===== src/rtl/ssg_pkg.sv =====
package ssg_pkg;
  typedef enum logic [1:0] {
    LK_MISS     = 2'd0,
    LK_HIT      = 2'd1,
    LK_CONFLICT = 2'd2
  } lk_res_e;
endpackage


===== src/rtl/ssg_ptr_ctrl.sv =====
module ssg_ptr_ctrl #(
  parameter int unsigned DEPTH = 16,
  localparam int unsigned PW   = $clog2(DEPTH)
) (
  input  logic          clk,
  input  logic          rst_n,
  input  logic          st_valid,
  input  logic          commit,
  input  logic          rollback,
  input  logic          mem_ready,
  output logic          st_ready,
  output logic          wr_en,
  output logic [PW-1:0] wr_slot,
  output logic [PW-1:0] head_slot,
  output logic          mem_valid,
  output logic [PW:0]   occ,
  output logic [PW:0]   n_unc
);
  logic [PW:0] head_q, head_d;
  logic [PW:0] cmt_q,  cmt_d;
  logic [PW:0] tail_q, tail_d;
  logic [PW:0] n_com;
  logic        drain_fire;

  always_comb begin
    occ        = tail_q - head_q;
    n_com      = cmt_q - head_q;
    n_unc      = tail_q - cmt_q;
    st_ready   = (occ != (PW+1)'(DEPTH));
    mem_valid  = (n_com != '0);
    drain_fire = mem_valid && mem_ready;
    wr_en      = st_valid && st_ready && (commit || !rollback);
    wr_slot    = tail_q[PW-1:0];
    head_slot  = head_q[PW-1:0];

    head_d = head_q + (PW+1)'(drain_fire);
    tail_d = tail_q + (PW+1)'(wr_en);
    if (rollback && !commit) begin
      tail_d = cmt_q;
    end
    cmt_d = commit ? tail_d : cmt_q;
  end

  always_ff @(posedge clk or negedge rst_n) begin
    if (!rst_n) begin
      head_q <= '0;
      cmt_q  <= '0;
      tail_q <= '0;
    end else begin
      head_q <= head_d;
      cmt_q  <= cmt_d;
      tail_q <= tail_d;
    end
  end
endmodule


===== src/rtl/ssg_store_ram.sv =====
module ssg_store_ram #(
  parameter int unsigned DEPTH = 16,
  parameter int unsigned AW    = 16,
  parameter int unsigned DW    = 32,
  localparam int unsigned BEW  = DW / 8,
  localparam int unsigned PW   = $clog2(DEPTH)
) (
  input  logic           clk,
  input  logic           wr_en,
  input  logic [PW-1:0]  wr_slot,
  input  logic [AW-1:0]  wr_addr,
  input  logic [DW-1:0]  wr_data,
  input  logic [BEW-1:0] wr_be,
  output logic [AW-1:0]  ent_addr [DEPTH],
  output logic [DW-1:0]  ent_data [DEPTH],
  output logic [BEW-1:0] ent_be   [DEPTH]
);
  for (genvar i = 0; i < DEPTH; i++) begin : g_slot
    logic slot_en;
    assign slot_en = wr_en && (wr_slot == PW'(i));
    always_ff @(posedge clk) begin
      if (slot_en) begin
        ent_addr[i] <= wr_addr;
        ent_data[i] <= wr_data;
        ent_be[i]   <= wr_be;
      end
    end
  end
endmodule


===== src/rtl/ssg_lookup.sv =====
module ssg_lookup
  import ssg_pkg::*;
#(
  parameter int unsigned DEPTH = 16,
  parameter int unsigned AW    = 16,
  parameter int unsigned DW    = 32,
  localparam int unsigned BEW  = DW / 8,
  localparam int unsigned PW   = $clog2(DEPTH)
) (
  input  logic [AW-1:0]  ent_addr [DEPTH],
  input  logic [DW-1:0]  ent_data [DEPTH],
  input  logic [BEW-1:0] ent_be   [DEPTH],
  input  logic [PW-1:0]  head_slot,
  input  logic [PW:0]    occ,
  input  logic [AW-1:0]  ld_addr,
  input  logic [BEW-1:0] ld_be,
  output logic           ld_hit,
  output logic           ld_conflict,
  output logic [DW-1:0]  ld_data
);
  logic [DEPTH-1:0] overlap;
  logic [DEPTH-1:0] covers;
  logic             found;
  logic [PW-1:0]    sel;
  logic [PW-1:0]    slot;
  lk_res_e          res;

  for (genvar i = 0; i < DEPTH; i++) begin : g_cmp
    assign overlap[i] = (ent_addr[i] == ld_addr) && ((ent_be[i] & ld_be) != '0);
    assign covers[i]  = ((ent_be[i] & ld_be) == ld_be);
  end

  // Walk from oldest to youngest; the last overlapping slot seen is the youngest.
  always_comb begin
    found = 1'b0;
    sel   = '0;
    slot  = '0;
    for (int k = 0; k < DEPTH; k++) begin
      slot = head_slot + PW'(k);
      if ((PW+1)'(k) < occ && overlap[slot]) begin
        found = 1'b1;
        sel   = slot;
      end
    end
    if (!found)          res = LK_MISS;
    else if (covers[sel]) res = LK_HIT;
    else                  res = LK_CONFLICT;
  end

  assign ld_hit      = (res == LK_HIT);
  assign ld_conflict = (res == LK_CONFLICT);
  assign ld_data     = ld_hit ? ent_data[sel] : '0;
endmodule


===== src/rtl/spec_store_gate.sv =====
module spec_store_gate #(
  parameter int unsigned DEPTH = 16,
  parameter int unsigned AW    = 16,
  parameter int unsigned DW    = 32,
  localparam int unsigned BEW  = DW / 8,
  localparam int unsigned PW   = $clog2(DEPTH)
) (
  input  logic           clk,
  input  logic           rst_n,
  input  logic           st_valid,
  output logic           st_ready,
  input  logic [AW-1:0]  st_addr,
  input  logic [DW-1:0]  st_data,
  input  logic [BEW-1:0] st_be,
  input  logic           commit,
  input  logic           rollback,
  output logic           mem_valid,
  input  logic           mem_ready,
  output logic [AW-1:0]  mem_addr,
  output logic [DW-1:0]  mem_data,
  output logic [BEW-1:0] mem_be,
  input  logic [AW-1:0]  ld_addr,
  input  logic [BEW-1:0] ld_be,
  output logic           ld_hit,
  output logic [DW-1:0]  ld_data,
  output logic           ld_conflict
);
  logic           wr_en;
  logic [PW-1:0]  wr_slot;
  logic [PW-1:0]  head_slot;
  logic [PW:0]    occ;
  logic [PW:0]    n_unc;
  logic [AW-1:0]  ent_addr [DEPTH];
  logic [DW-1:0]  ent_data [DEPTH];
  logic [BEW-1:0] ent_be   [DEPTH];

  ssg_ptr_ctrl #(.DEPTH(DEPTH)) i_ptr (
    .clk       (clk),
    .rst_n     (rst_n),
    .st_valid  (st_valid),
    .commit    (commit),
    .rollback  (rollback),
    .mem_ready (mem_ready),
    .st_ready  (st_ready),
    .wr_en     (wr_en),
    .wr_slot   (wr_slot),
    .head_slot (head_slot),
    .mem_valid (mem_valid),
    .occ       (occ),
    .n_unc     (n_unc)
  );

  ssg_store_ram #(.DEPTH(DEPTH), .AW(AW), .DW(DW)) i_ram (
    .clk      (clk),
    .wr_en    (wr_en),
    .wr_slot  (wr_slot),
    .wr_addr  (st_addr),
    .wr_data  (st_data),
    .wr_be    (st_be),
    .ent_addr (ent_addr),
    .ent_data (ent_data),
    .ent_be   (ent_be)
  );

  ssg_lookup #(.DEPTH(DEPTH), .AW(AW), .DW(DW)) i_lkp (
    .ent_addr    (ent_addr),
    .ent_data    (ent_data),
    .ent_be      (ent_be),
    .head_slot   (head_slot),
    .occ         (occ),
    .ld_addr     (ld_addr),
    .ld_be       (ld_be),
    .ld_hit      (ld_hit),
    .ld_conflict (ld_conflict),
    .ld_data     (ld_data)
  );

  assign mem_addr = ent_addr[head_slot];
  assign mem_data = ent_data[head_slot];
  assign mem_be   = ent_be[head_slot];
endmodule


===== config.mk =====
export PLATFORM = sky130hd
export DESIGN_NAME = spec_store_gate
export DESIGN_NICKNAME = d
export VERILOG_FILES = /design/src/rtl/ssg_pkg.sv /design/src/rtl/ssg_ptr_ctrl.sv /design/src/rtl/ssg_store_ram.sv /design/src/rtl/ssg_lookup.sv /design/src/rtl/spec_store_gate.sv
export SDC_FILE = /design/constraint.sdc
export NUM_CORES = 1
export LEC_CHECK = 0
export CAP_MARGIN = 10
export CORE_ASPECT_RATIO = 0.7
export CORE_MARGIN = 8
export CORE_UTILIZATION = 45
export DETAILED_ROUTE_END_ITERATION = 7
export SLEW_MARGIN = 20
export SYNTH_ARGS = -nofsm -noshare
export SYNTH_HDL_FRONTEND = slang
export SYNTH_SLANG_ARGS = --single-unit

===== constraint.sdc =====
create_clock -name clk -period 9.8 [get_ports clk]
set_clock_uncertainty 0.05 [all_clocks]
set_input_delay 1.96 -clock clk [delete_from_list [all_inputs] [get_ports clk]]
set_output_delay 1.96 -clock clk [all_outputs]
set_load 0.03 [all_outputs]

==> out/results.tsv <==
stage	metric	value	unit
run_status	status	completed	
synth	netlist_instances	2872	
synth	synth_ff_type	edfxtp_1	
synth	syn_nets	2971	
worst_setup_path	r2r-end	i_ram.ent_be[13]	
routing	antenna_left	0	
routing	dr.pass1.iters	6	
worst_setup_path	ff2ff_path_depth	12	
worst_hold_path	hold_class	flop to flop	
routing	avgViaCountPerCell	6.412	
worst_setup_path	slowest_delay	0.58	ns
place	io_buffers	165	
global_routing	busiest_layer	met2	
routing	drc_errors	0	
worst_setup_path	path_depth	23	
cts	clk_path_buf_depth	3	
synth	synthDistinctLibCells	84	
cts	cts_sinks	847	
worst_setup_path	rr_startpoint	i_ptr.head_q[1]	
worst_setup_path	crit_buf_inv	7	
routing	dr_total_vias	29070	
worst_setup_path	cp_top_family	compound AO/OA/AOI/OAI gates	
worst_setup_path	crit_end	ld_data[10]	
sta	fmax	0.1036	GHz
worst_setup_path	cp-start-kind	input pin	
floorplanning	ioPinCount	166	
synth	synth_edf_count	832	
synth	synth_top_cell_by_area	edfxtp_1	
global_routing	grt_max_degree	109	
sta	period_minus_slack	9.657	ns
floorplanning	die_h	276.0	um
flow_run	maxCapViolCount	0	
sta	setup_viol	0	
sta	worstMarginPinSlew	1.219	ns
floorplanning	die_x	387.4	um
synth	ys_seq_area_frac	0.5837	
synth	synth_area_leaders	edfxtp_1, mux4_2, xor2_1	
floorplanning	rows	95	
worst_setup_path	required	7.79	ns
cts	cts_buffers	85	
synth	synthTopCellsByCount	edfxtp_1, xor2_1, mux4_2	
cts	clk_pin_slew	0.06	ns
global_routing	grt.overflow.total	0	
layout	layout.cells.non_filler	4533	
global_routing	antenna_found_initial	5	
global_routing	grt_pass1_vias	29060	
place	dp.cells	4371	
floorplanning	start_util	0.4535	
worst_setup_path	cp_cell_sequence	clkdlybuf4s50_1, buf_4, buf_4, xor2_1, nor4_1, nand3_2, o32ai_4, nor2_2, nor4_4, o21ai_2, a222oi_1, a2111oi_1, buf_4, a2111o_1, and2_4, or3_1, o31a_1, a2111oi_4, o21bai_4, buf_12, buf_12, a21oi_2, buf_12	
global_routing	gr-usage-met2	0.3993	
synth	synth.top_cell.area_share	0.5750	
worst_setup_path	crit_slowest_cell	nor4_1	
cts	cts_max_level	3	
floorplanning	core	0.09580	mm^2
cts	postCtsHoldBufs	0	
sta	slew_headroom	0.1854	
synth	synth.avg_cell_area	15.13	um^2
worst_setup_path	crit_start	ld_addr[3]	
floorplanning	die_area	0.1069	mm^2
synth	yosysMostFrequentCell	edfxtp_1	
layout	fin_nets	3301	
sta	final.period_utilization	0.9854	
worst_setup_path	worstSetupEndpointType	primary output	
layout	area_growth	19.72	%
global_routing	met1_usage	0.3859	
worst_setup_path	arrival	7.65	ns
cts	cts_tree	built	
sta	drv_slew	0	
sta	hold_viol	0	
worst_setup_path	crit_type	input pin to primary output	
synth	ys_ff_latch	847	
global_routing	grt_pass1_wl	208.3	mm
layout	drive_above_1_share	0.2596	
synth	synth_area	0.04345	mm^2
global_routing	gr-usage-met3	0.06477	
place	gp_congestion	0.9270	
routing	wl_per_cell	31.86	um
synth	synth_warnings	0	
global_routing	grt_use_total	0.2640	
routing	drt_iter0_drc	3556	
routing	wirelength	144.4	mm
synth	async_reset_ff_frac	0.01771	
cts	root_buffer	clkbuf_16	
worst_setup_path	r2r_slack	4.08	ns
layout	nFillCells	7664	
cts	clk_latency	0.64	ns
worst_setup_path	critical_path.max_fanout	18	
place	place_hpwl	95.02	mm
## kinds of logic (layout without fill, tap and decap cells)
| family | after synthesis | count (layout) | share of synthesized area |
|---|---|---|---|
| DFF | 847 | 847 | 0.5837 |
| muxes | 408 | 408 | 0.1695 |
| other | 0 | 2 | 0 |
| adders and majority gates | 21 | 21 | 0.006220 |
| and+or+nand+nor | 493 | 493 | 0.06131 |
| AOI/OAI and AO/OA | 595 | 595 | 0.09653 |
| buffers and inverters | 227 | 625 | 0.02612 |
| xor gates and xnor gates | 281 | 281 | 0.05665 |
## stage by stage
| step | utilization | hold slack [ns] | setup TNS [ns] | setup slack [ns] | area, um^2 |
|---|---|---|---|---|---|
| after detailed placement | 0.5087 | 0.5025 | -6.890 | -0.3328 | 48740 |
| after CTS | 0.5387 | 0.5155 | 0 | 0.03259 | 51610 |
| final | 0.5429 | 0.5183 | 0 | 0.1434 | 52010 |
| after floorplan | - | 0.4518 | 0 | 1.613 | 43450 |
| after global placement | 0.5083 | 0.4918 | -2.693 | -0.2323 | 48700 |
| after global routing | 0.5429 | 0.5333 | -0.03779 | -0.01743 | 52010 |
## worst min path at each step
| stage | slack (ns) | cells after the start | end | start |
|---|---|---|---|---|
| 6_report | 0.52 | 1 | i_ptr.head_q[4] | i_ptr.head_q[4] |
| 5_1_grt | 0.53 | 1 | i_ptr.head_q[4] | i_ptr.head_q[4] |
| 4_1_cts | 0.52 | 1 | i_ptr.head_q[4] | i_ptr.head_q[4] |
| 3_5_place_dp | 0.50 | 1 | i_ptr.cmt_q[1] | i_ptr.cmt_q[1] |
| 3_3_place_gp | 0.49 | 1 | i_ptr.head_q[4] | i_ptr.head_q[4] |
| 2_1_floorplan | 0.45 | 1 | i_ptr.head_q[4] | i_ptr.head_q[4] |
## area by class of cell
cell class	instances	area, um^2	share of cell area
Antenna cell	2	5.005	0.00009622
Clock buffer	103	2237	0.04301
Clock inverter	52	593.1	0.01140
Inverter	22	87.58	0.001684
Multi-Input combinational cell	1798	17510	0.3367
Sequential cell	847	25370	0.4878
Tap cell	1261	1578	0.03033
Timing Repair Buffer	448	4628	0.08898
## state kept, by name, summed over array words and instances, names as in the netlist
signal / flops
i_ptr.tail_q: 5
i_ptr.head_q: 5
i_ptr.cmt_q: 5
i_ram.ent_be: 64
i_ram.ent_addr: 256
i_ram.ent_data: 512
## layer usage
metal  wire (um)  vias to the layer above
met1       62190                    15090
met2       63730                     1510
met4        3567                        6
met5          41                        -
li1            -                    12260
met3       14890                      204
## cells in the final DEF (no fill, tap or decap), types with 31 or more instances in the layout
| cell type | synthesis | routed |
|---|---|---|
| mux2i_1 | 136 | 136 |
| mux4_2 | 261 | 261 |
| xor2_1 | 263 | 258 |
| a211oi_1 | 128 | 128 |
| o22ai_1 | 68 | 65 |
| nor2_1 | 80 | 66 |
| clkbuf_16 | 0 | 87 |
| nor2b_1 | 128 | 127 |
| nand3_1 | 50 | 41 |
| a21oi_2 | 29 | 31 |
| edfxtp_1 | 832 | 832 |
| a22oi_1 | 99 | 96 |
| nor4_1 | 69 | 54 |
| buf_4 | 17 | 241 |
| a21oi_1 | 157 | 155 |
| buf_12 | 0 | 75 |
| nand2_1 | 79 | 79 |
| clkdlybuf4s50_1 | 0 | 130 |
## timing repair
action,in CTS,in global routing
setup buffers,0,5
pin swaps,0,9
resized for setup,9,54
setup endpoints to repair,34,34
Power is not shown: default switching activity piles up to over one toggle a cycle in this logic, so the estimate is an artifact.
